## config.mk

```make
export PLATFORM = sky130hd
export DESIGN_NAME = pkt_dma_ctrl_regs
export DESIGN_NICKNAME = d
export VERILOG_FILES = /design/src/rtl/pkt_regs_pkg.sv /design/src/rtl/pkt_lock_reg.sv /design/src/rtl/pkt_chan_regs.sv /design/src/rtl/pkt_dma_ctrl_regs.sv
export SDC_FILE = /design/constraint.sdc
export NUM_CORES = 1
export LEC_CHECK = 0
export BUFFER_PORTS_ARGS = -buffer_cell sky130_fd_sc_hd__buf_2
export CORE_MARGIN = 10
export CORE_UTILIZATION = 36
export DETAILED_ROUTE_END_ITERATION = 6
export SKIP_CTS_REPAIR_TIMING = 1
export SLEW_MARGIN = 20
export SYNTH_ARGS = -nofsm -noshare
export SYNTH_HDL_FRONTEND = slang
export SYNTH_SLANG_ARGS = --single-unit
```

## constraint.sdc

```tcl
create_clock -name clk_i -period 1.42 [get_ports clk_i]
set_input_delay 0 -clock clk_i [delete_from_list [all_inputs] [get_ports clk_i]]
set_output_delay 0 -clock clk_i [all_outputs]
set_load 0.02 [all_outputs]
```

## src/rtl/pkt_regs_pkg.sv

```systemverilog
package pkt_regs_pkg;

    localparam int CTL_MASK_BIT = 8;
    localparam int CTL_GO_BIT   = 7;
    localparam int CTL_RST_BIT  = 5;

    localparam int ST_PERR_BIT  = 0;
    localparam int ST_UIRQ_BIT  = 4;
    localparam int ST_PKT_BIT   = 6;

    localparam int W_CTRL = 0;
    localparam int W_CNT  = 1;
    localparam int W_PTR  = 3;
    localparam int W_FIFO = 5;

    localparam logic [15:0] CNT_RST  = 16'd1;
    localparam logic [15:0] THR_RST  = 16'h0100;
    localparam logic [7:0]  LOCK_KEY = 8'h07;

    typedef struct packed {
        logic [15:0] ctrl;
        logic [7:0]  stat;
        logic [15:0] cnt;
        logic [31:0] ptr;
        logic [15:0] fin;
        logic [15:0] fout;
        logic        start;
    } chan_state_t;

    function automatic logic [31:0] lane_merge(input logic [31:0] old_v,
                                               input logic [31:0] new_v,
                                               input logic [3:0]  be);
        logic [31:0] r;
        for (int i = 0; i < 4; i++)
            r[8*i +: 8] = be[i] ? new_v[8*i +: 8] : old_v[8*i +: 8];
        return r;
    endfunction

endpackage

```

## src/rtl/pkt_lock_reg.sv

```systemverilog
module pkt_lock_reg #(
    parameter int LANE = 3
) (
    input  logic        clk_i,
    input  logic        rst_ni,
    input  logic        sel_i,
    input  logic        wr_en_i,
    input  logic [31:0] wdata_i,
    input  logic [3:0]  be_i,
    output logic        lock_ok_o,
    output logic [31:0] rdata_o
);
    import pkt_regs_pkg::*;

    logic [7:0] lock_d, lock_q;

    always_comb begin
        lock_d = lock_q;
        if (sel_i && wr_en_i && be_i[LANE])
            lock_d = wdata_i[8*LANE +: 8];
    end

    always_ff @(posedge clk_i or negedge rst_ni) begin
        if (!rst_ni) lock_q <= '0;
        else         lock_q <= lock_d;
    end

    assign lock_ok_o = (lock_q == LOCK_KEY);

    always_comb begin
        rdata_o = '0;
        if (sel_i) rdata_o[8*LANE +: 8] = lock_q;
    end


    lock_hold_chk: assert property (@(posedge clk_i) disable iff (!rst_ni)
        !(sel_i && wr_en_i) |=> $stable(lock_q));

endmodule

```

## src/rtl/pkt_chan_regs.sv

```systemverilog
module pkt_chan_regs #(
    parameter int WORD_W = 3
) (
    input  logic              clk_i,
    input  logic              rst_ni,
    input  logic              sel_i,
    input  logic              wr_en_i,
    input  logic              rd_en_i,
    input  logic [WORD_W-1:0] word_i,
    input  logic [31:0]       wdata_i,
    input  logic [3:0]        be_i,
    input  logic              lock_ok_i,
    input  logic              evt_done_i,
    input  logic              evt_perr_i,
    input  logic              evt_uirq_i,
    output logic [31:0]       rdata_o,
    output logic              start_o,
    output logic              eng_rst_o,
    output logic              irq_o,
    output logic [1:0]        pio_mode_o,
    output logic [15:0]       pkt_cnt_o,
    output logic [31:0]       next_ptr_o,
    output logic [15:0]       fifo_in_thr_o,
    output logic [15:0]       fifo_out_thr_o
);
    import pkt_regs_pkg::*;

    chan_state_t st_d, st_q;
    logic        wr_hit, rd_hit, go_req, clr_req;
    logic [7:0]  evt_bits;
    logic [31:0] tmp;

    assign wr_hit  = sel_i && wr_en_i;
    assign rd_hit  = sel_i && rd_en_i;
    assign go_req  = wr_hit && (int'(word_i) == W_CTRL) && be_i[0]
                     && wdata_i[CTL_GO_BIT] && lock_ok_i;
    assign clr_req = rd_hit && (int'(word_i) == W_CTRL) && be_i[2];

    always_comb begin
        evt_bits = '0;
        evt_bits[ST_PERR_BIT] = evt_perr_i;
        evt_bits[ST_UIRQ_BIT] = evt_uirq_i;
        evt_bits[ST_PKT_BIT]  = evt_done_i;
    end

    always_comb begin
        st_d       = st_q;
        tmp        = '0;
        st_d.start = go_req;
        st_d.stat  = (clr_req ? 8'h00 : st_q.stat) | evt_bits;
        if (wr_hit) begin
            case (int'(word_i))
                W_CTRL: begin
                    tmp = lane_merge({16'h0, st_q.ctrl}, wdata_i, {2'b00, be_i[1:0]});
                    st_d.ctrl = tmp[15:0];
                    st_d.ctrl[CTL_GO_BIT] = 1'b0;
                end
                W_CNT: begin
                    tmp = lane_merge({16'h0, st_q.cnt}, wdata_i, {2'b00, be_i[1:0]});
                    st_d.cnt = tmp[15:0];
                end
                W_PTR: st_d.ptr = lane_merge(st_q.ptr, wdata_i, be_i);
                W_FIFO: begin
                    tmp = lane_merge({st_q.fout, st_q.fin}, wdata_i, be_i);
                    st_d.fin  = tmp[15:0];
                    st_d.fout = tmp[31:16];
                end
                default: ;
            endcase
        end
    end

    always_ff @(posedge clk_i or negedge rst_ni) begin
        if (!rst_ni) begin
            st_q       <= '0;
            st_q.cnt   <= CNT_RST;
            st_q.fin   <= THR_RST;
            st_q.fout  <= THR_RST;
        end else begin
            st_q <= st_d;
        end
    end

    always_comb begin
        rdata_o = '0;
        if (sel_i) begin
            case (int'(word_i))
                W_CTRL: rdata_o = {8'h00, st_q.stat, st_q.ctrl};
                W_CNT:  rdata_o = {16'h0, st_q.cnt};
                W_PTR:  rdata_o = st_q.ptr;
                W_FIFO: rdata_o = {st_q.fout, st_q.fin};
                default: rdata_o = '0;
            endcase
        end
    end

    assign start_o        = st_q.start;
    assign eng_rst_o      = st_q.ctrl[CTL_RST_BIT];
    assign irq_o          = (|st_q.stat) && !st_q.ctrl[CTL_MASK_BIT];
    assign pio_mode_o     = st_q.ctrl[1:0];
    assign pkt_cnt_o      = st_q.cnt;
    assign next_ptr_o     = st_q.ptr;
    assign fifo_in_thr_o  = st_q.fin;
    assign fifo_out_thr_o = st_q.fout;


    go_pulse_chk: assert property (@(posedge clk_i) disable iff (!rst_ni)
        start_o |-> $past(wr_hit && wdata_i[CTL_GO_BIT] && be_i[0]));


    no_go_locked_chk: assert property (@(posedge clk_i) disable iff (!rst_ni)
        !lock_ok_i |=> !start_o);


    perr_kept_chk: assert property (@(posedge clk_i) disable iff (!rst_ni)
        evt_perr_i |=> st_q.stat[ST_PERR_BIT]);


    irq_mask_chk: assert property (@(posedge clk_i) disable iff (!rst_ni)
        st_q.ctrl[CTL_MASK_BIT] |-> !irq_o);

endmodule

```

## src/rtl/pkt_dma_ctrl_regs.sv

```systemverilog
module pkt_dma_ctrl_regs #(
    parameter int NUM_CH    = 2,
    parameter int ADDR_W    = 8,
    parameter int CH_BASE   = 'h80,
    parameter int CH_STRIDE = 32,
    parameter int LOCK_ADDR = 'hC7
) (
    input  logic                    clk_i,
    input  logic                    rst_ni,
    input  logic [ADDR_W-1:0]       addr_i,
    input  logic                    wr_en_i,
    input  logic                    rd_en_i,
    input  logic [31:0]             wdata_i,
    input  logic [3:0]              be_i,
    output logic [31:0]             rdata_o,
    input  logic [NUM_CH-1:0]       evt_done_i,
    input  logic [NUM_CH-1:0]       evt_perr_i,
    input  logic [NUM_CH-1:0]       evt_uirq_i,
    output logic [NUM_CH-1:0]       start_o,
    output logic [NUM_CH-1:0]       eng_rst_o,
    output logic [NUM_CH-1:0]       irq_o,
    output logic [NUM_CH-1:0][1:0]  pio_mode_o,
    output logic [NUM_CH-1:0][15:0] pkt_cnt_o,
    output logic [NUM_CH-1:0][31:0] next_ptr_o,
    output logic [NUM_CH-1:0][15:0] fifo_in_thr_o,
    output logic [NUM_CH-1:0][15:0] fifo_out_thr_o
);
    localparam int OFF_W     = $clog2(CH_STRIDE);
    localparam int WORD_W    = OFF_W - 2;
    localparam int CH_TAG    = CH_BASE / CH_STRIDE;
    localparam int LOCK_WORD = LOCK_ADDR / 4;
    localparam int LOCK_LANE = LOCK_ADDR % 4;

    logic [NUM_CH-1:0]       ch_sel;
    logic [NUM_CH-1:0][31:0] ch_rdata;
    logic                    lock_sel, lock_ok;
    logic [31:0]             lock_rdata, rd_mux;
    logic [31:0]             rdata_d, rdata_q;

    assign lock_sel = (int'(addr_i[ADDR_W-1:2]) == LOCK_WORD);

    pkt_lock_reg #(.LANE(LOCK_LANE)) u_lock (
        .clk_i     (clk_i),
        .rst_ni    (rst_ni),
        .sel_i     (lock_sel),
        .wr_en_i   (wr_en_i),
        .wdata_i   (wdata_i),
        .be_i      (be_i),
        .lock_ok_o (lock_ok),
        .rdata_o   (lock_rdata)
    );

    for (genvar i = 0; i < NUM_CH; i++) begin : g_ch
        assign ch_sel[i] = (int'(addr_i[ADDR_W-1:OFF_W]) == CH_TAG + i);

        pkt_chan_regs #(.WORD_W(WORD_W)) u_chan (
            .clk_i          (clk_i),
            .rst_ni         (rst_ni),
            .sel_i          (ch_sel[i]),
            .wr_en_i        (wr_en_i),
            .rd_en_i        (rd_en_i),
            .word_i         (addr_i[OFF_W-1:2]),
            .wdata_i        (wdata_i),
            .be_i           (be_i),
            .lock_ok_i      (lock_ok),
            .evt_done_i     (evt_done_i[i]),
            .evt_perr_i     (evt_perr_i[i]),
            .evt_uirq_i     (evt_uirq_i[i]),
            .rdata_o        (ch_rdata[i]),
            .start_o        (start_o[i]),
            .eng_rst_o      (eng_rst_o[i]),
            .irq_o          (irq_o[i]),
            .pio_mode_o     (pio_mode_o[i]),
            .pkt_cnt_o      (pkt_cnt_o[i]),
            .next_ptr_o     (next_ptr_o[i]),
            .fifo_in_thr_o  (fifo_in_thr_o[i]),
            .fifo_out_thr_o (fifo_out_thr_o[i])
        );
    end

    always_comb begin
        rd_mux = lock_rdata;
        for (int i = 0; i < NUM_CH; i++)
            rd_mux = rd_mux | ch_rdata[i];
        rdata_d = rd_en_i ? rd_mux : 32'h0;
    end

    always_ff @(posedge clk_i or negedge rst_ni) begin
        if (!rst_ni) rdata_q <= '0;
        else         rdata_q <= rdata_d;
    end

    assign rdata_o = rdata_q;


    rdata_idle_chk: assert property (@(posedge clk_i) disable iff (!rst_ni)
        !rd_en_i |=> (rdata_o == 32'h0));

endmodule

```

==> After elaboration in Yosys (flattened, before gate mapping) <==
Index checks and enable logic that the tools add are counted.
Widths: inputs -> output; s select.
{ "op_classes": {"n_eq_ne": 7, "muxes": 8, "bitwise_logic": 4, "n_reduce_logical": 50} }
{ "op_table": {"columns": ["op", "count"], "rows": [
  ["$pmux 32 s4", 2],
  ["$mux 32", 3],
  ["$reduce_and 3->1", 24],
  ["$or 32x32->32", 2],
  ["$mux 8", 3],
  ["$logic_and 1x1->1", 20],
  ["$or 8x7->8", 2],
  ["$reduce_or 8->1", 2],
  ["$eq 3x3->1 const B", 3],
  ["$eq 8x3->1 const B", 1],
  ["$eq 6x5->1 const B", 1],
  ["$logic_not 3->1", 2],
  ["$eq 3x1->1 const B", 1],
  ["$eq 3x2->1 const B", 1],
  ["$logic_not 1->1", 2]
]} }
{ "word_totals": {"regBits": 248, "input_bits": 54, "output_inout_bits": 202, "elab_cells": 99} }

==> Longest topological paths before layout <==
{ "depth": {"word_depth": 6, "ltp_mapped": 7, "mapped_depth_nobuf": 4} }

==> Hierarchy <==
A second synthesis with hierarchy kept.
{ "unflattened": {"hier_cells": 996, "hier_area_um2": 12273.0} }
{ "modules_own_cells": {"columns": ["mod", "n_inst", "cells_each", "area_each_um2", "seq_area_each_um2"], "rows": [
  ["pkt_chan_regs", 2, 435, 5251.3, 2481.1],
  ["pkt_dma_ctrl_regs", 1, 73, 1182.4, 800.8],
  ["pkt_lock_reg", 1, 53, 588.1, 200.2]
]} }

==> Worst setup path after synthesis <==
OpenSTA, ideal clock, no wires.
{ "synth_path": {"path_type": "input to register", "from": "in addr_i[3]", "to": "reg u_lock.lock_q[0]", "setup_time_ns": 0.125, "t_arrival_ns": 1.461, "required_ns": 1.295, "setup_slack_ns": -0.166, "path_stages": 5, "path_buffers": 2, "cell_sequence": "buf_4 > or3b_4 > or4_4 > buf_6 > mux2_4"} }
{ "synth_via": {"elab_chain_len": 3} }
{ "synth_rtl": {"columns": ["element", "line", "rtl"], "rows": [
  ["start, declared", "pkt_dma_ctrl_regs.sv:10", "input logic [ADDR_W-1:0] addr_i,"],
  ["$eq 6x5->1", "pkt_dma_ctrl_regs.sv:40", "assign lock_sel = (int'(addr_i[ADDR_W-1:2]) == LOCK_WORD);"],
  ["$logic_and 1x1->1 (2 in series)", "pkt_lock_reg.sv:19", "if (sel_i && wr_en_i && be_i[LANE])"],
  ["end signal, assigned", "pkt_lock_reg.sv:25", "else lock_q <= lock_d;"],
  ["end, declared", "pkt_lock_reg.sv:15", "logic [7:0] lock_d, lock_q;"]
]} }
Every way passes these cells.
A chain may end at the register's enable or synchronous reset.

==> Final worst setup path <==
{ "layout_path": {"from": "reg g_ch[1].u_chan.st_q[97] in the netlist's numbering", "to": "out irq_o[1]"} }
{ "layout_via": {"elab_chain_len": 2} }
{ "layout_rtl": {"columns": ["element", "line", "rtl"], "rows": [
  ["start, declared", "pkt_chan_regs.sv:28", "chan_state_t st_d, st_q;"],
  ["start signal, assigned", "pkt_chan_regs.sv:80", "st_q <= st_d;"],
  ["$logic_not 1->1", "pkt_chan_regs.sv:99", "assign irq_o = (|st_q.stat) && !st_q.ctrl[CTL_MASK_BIT];"],
  ["$logic_and 1x1->1", "pkt_chan_regs.sv:99", null],
  ["end, declared", "pkt_dma_ctrl_regs.sv:21", "output logic [NUM_CH-1:0] irq_o,"]
]} }
Every way passes these cells.

==> impl_metrics.py <==
metrics = {
    "timing": {
        "rsz0062_at_grt": "false",
        "finClkSkew_ps": 10.20,
        "hold_violations": 0,
        "slew-limit-headroom": 0.7307,
        "period_minus_slack_ps": 1347,
        "tightest_slew_ps": 403.0,
        "slew_viol_final": 0,
        "setup_tns_ps": 0,
        "max_freq_ghz": 0.7422,
        "finalSetupViolCount": 0,
        "layout_worst_path_cycle_share": 0.9489,
        "whs_ps": 44.38,
    },
    "clock_network": {
        "clk_path_buf_depth": 3,
        "path_clk_slew_ps": 60,
        "clk_latency_ps": 540,
        "cts_tree": "built",
        "cts_sinks": 238,
        "numCtsBuffers": 28,
        "cts_root_buf": "clkbuf_16",
        "h-tree-depth": 1,
    },
    "power": {
        "p_leak_uw": 0.007315,
        "peakVddDrop_mv": 0.8725,
        "p_per_area_nw_per_um2": 1197,
        "total_power_uw": 17120,
    },
    "drt": {
        "vias": 7852,
        "drt_iter0_drc": 387,
        "drt_wl_total_microns": 34720,
        "route.detailed.drc": 0,
        "antenna_left": 0,
        "routed_via_density": 5.129,
        "drt_pass1_iterations": 5,
        "routedWlPerCell_microns": 22.68,
    },
    "critical_path": {
        "critical_path.slowest_cell": "dfrtp_2",
        "cp_data_arrival_time_ps": 1350,
        "crit_type": "register to primary output",
        "critPathTopFamily": "flip-flops",
        "cp-end-kind": "primary output",
        "cp.required_ps": 1420,
        "cp-start-kind": "register",
        "path_cells": "a31oi_2 > buf_4",
        "slowest_delay_ps": 460,
        "path_max_fanout": 3,
        "path_buf_inv": 1,
    },
    "final_layout": {
        "fin_nets": 1159,
        "final_core_util": 0.4521,
        "drive_gt1_frac": 0.5350,
        "fin_area_sq_um": 14300,
        "syn_to_final_growth_pct": 23.77,
    },
    "floorplanning": {
        "die_y_microns": 199.2,
        "die_area_sq_um": 39670,
        "rows": 65,
        "die_w_microns": 199.2,
        "initial_core_util": 0.3653,
        "core-area_sq_um": 31640,
        "io_pins": 256,
    },
    "synthesis": {
        "yosys_warnings": 0,
        "ys_async_sr_fraction": 1.000,
        "syn_nets": 966,
        "synth_cell_type_count": 44,
        "synth_area_sq_um": 11560,
        "seq_area_frac_synth": 0.5160,
        "synth-edff-count": 0,
        "avgSynthCellArea_sq_um": 12.67,
        "ys.flop_type": "dfrtp_1",
        "ys_seq_elements": 238,
        "synth_cells": 912,
    },
    "grt": {
        "antenna_found_initial": 3,
        "grt_pass1_vias": 8182,
        "gr-usage-all-layers": 0.1682,
        "grt_pass1_wl_microns": 51340,
        "grt_max_degree": 60,
        "overflow": 0,
    },
    "placement": {
        "hpwlAfterDp_microns": 24400,
        "dpl-instance-area_sq_um": 12880,
        "place.gp.congestion": 0.7896,
        "port_buffers": 253,
    },
    "min_path": {
        "hp-class": "input port to register",
    },
    "flow_run": {
        "cap_viol_max_count": 0,
    },
    "outcome": {
        "status": "finished clean",
    },
}
==> layer usage <==
metal / track usage / part of all wire / up-vias
met4: 0.02854 / 0.016 / 2
met1: 0.2144 / 0.43 / 3983
met3: 0.04643 / 0.076 / 42
met2: 0.2819 / 0.48 / 271
li1: - / - / 3554
met5: 0 / 0.00037 / -
==> cells by family after synthesis <==
kind of cell,synth area share
adders and majority gates,0.0008662
AOI/OAI and AO/OA,0.08976
and+or+nand+nor,0.04060
buffers and inverters,0.1286
DFF,0.5160
muxes,0.2241
==> cell type report <==
type | instances | area [sq um]
Fill cell | 2901 | 17330
Sequential cell | 238 | 5966
Multi-Input combinational cell | 456 | 4155
Timing Repair Buffer | 372 | 2708
Clock buffer | 41 | 840.8
Tap cell | 402 | 503.0
Clock inverter | 11 | 91.34
Inverter | 9 | 33.78
Antenna cell | 2 | 5.005
==> final timing paths <==
kind	start	to	cells past startpoint	slack, ps
worst max register to register	u_lock.lock_q[3]$_DFFE_PN0P_	g_ch[1].u_chan.start_o$_DFF_PN0_	3	230
max in group asynchronous	rst_ni	g_ch[1].u_chan.next_ptr_o[25]$_DFFE_PN0P_	4	250
min in group asynchronous	rst_ni	g_ch[0].u_chan.st_q[93]$_DFFE_PN0P_	3	490
worst max-delay path	g_ch[1].u_chan.st_q[97]$_DFFE_PN0P_	irq_o[1]	2	70
worst min register to register	g_ch[1].u_chan.st_q[87]$_DFF_PN0_	g_ch[1].u_chan.st_q[87]$_DFF_PN0_	1	480
worst min-delay path	addr_i[5]	rdata_o[7]$_DFF_PN0_	4	40
==> state kept, by name, summed over array words and instances, names as in the netlist <==
| register | flops |
|---|---|
| g_ch.u_chan.st_q | 30 |
| g_ch.u_chan.pio_mode_o | 4 |
| g_ch.u_chan.next_ptr_o | 64 |
| g_ch.u_chan.fifo_out_thr_o | 32 |
| g_ch.u_chan.pkt_cnt_o | 32 |
| rdata_o | 32 |
| u_lock.lock_q | 8 |
| g_ch.u_chan.start_o | 2 |
| g_ch.u_chan.fifo_in_thr_o | 32 |
| g_ch.u_chan.eng_rst_o | 2 |
==> cells in the mapped netlist, types with 2 or more instances <==
library cell	instances	area [sq um]
nand4_1	4	25.02
mux2i_1	33	330.3
nor2b_1	2	12.51
and3b_1	2	17.52
a32oi_1	30	262.8
o21ai_0	38	190.2
a21oi_1	7	35.03
a21o_1	6	45.04
nand2_1	23	86.33
nand2b_1	2	12.51
o32ai_1	6	52.55
nor4_1	2	12.51
buf_2	9	45.04
clkbuf_1	25	93.84
dfrtp_1	232	5806
mux2_2	190	2140
mux2_4	8	120.1
a22o_1	16	140.1
a2bb2oi_1	7	61.31
nor3_2	6	60.06
a31oi_1	2	12.51
buf_1	2	7.510
nor2_1	3	11.26
o22ai_1	8	50.05
nand3_1	9	45.04
buf_6	2	22.52
dfstp_2	6	157.7
nor3_1	3	15.01
buf_4	171	1284
and3_1	3	18.77
inv_1	9	33.78
and4b_1	2	20.02
a22oi_1	24	180.2
nor2_2	10	62.56
==> worst reg2reg max path, cell delays in order, from the launching register on <==
cell and delay, ps:
dfrtp_1 400, and4b_1 270, nand4b_1 170, nor4_1 250
==> power breakdown <==
part	leakage, uW	switching [uW]	internal (uW)
Sequential	0.00320	378	7270
Clock	0.000467	2820	4280
Combinational	0.00365	1380	993
==> stage by stage <==
step | setup slack (ps) | std cells
2_1_floorplan | -93.13 | 912
3_3_place_gp | -114.0 | 1430
3_5_place_dp | -175.9 | 1430
4_1_cts | -59.50 | 1482
5_1_grt | 2.460 | 1531
6_report | 72.60 | 1531
==> cells in the final DEF (no fill, tap or decap), types with 3 or more instances in the layout <==
| cell | Yosys | routed |
|---|---|---|
| buf_2 | 9 | 249 |
| dfrtp_1 | 232 | 230 |
| mux2_2 | 190 | 190 |
| dlygate4sd3_1 | 0 | 47 |
| buf_4 | 171 | 42 |
| o21ai_0 | 38 | 38 |
| mux2i_1 | 33 | 33 |
| buf_12 | 0 | 33 |
| a32oi_1 | 30 | 30 |
| clkbuf_16 | 0 | 29 |
| a22oi_1 | 24 | 24 |
| nand2_1 | 23 | 21 |
| a22o_1 | 16 | 16 |
| nor2_2 | 10 | 10 |
| nand3_1 | 9 | 9 |
| inv_1 | 9 | 9 |
| o22ai_1 | 8 | 8 |
| mux2_4 | 8 | 8 |
| a2bb2oi_1 | 7 | 7 |
| a21oi_1 | 7 | 7 |
| clkbuf_8 | 0 | 7 |
| clkinv_2 | 0 | 7 |
| o32ai_1 | 6 | 6 |
| a21o_1 | 6 | 6 |
| dfstp_2 | 6 | 6 |
| clkbuf_1 | 25 | 5 |
| nand4_1 | 4 | 4 |
| nor3_4 | 0 | 4 |
| and3_1 | 3 | 3 |
| nor2_1 | 3 | 3 |
| nor3_1 | 3 | 3 |
| clkinv_4 | 0 | 3 |
Power figures use the tool's default switching activity.
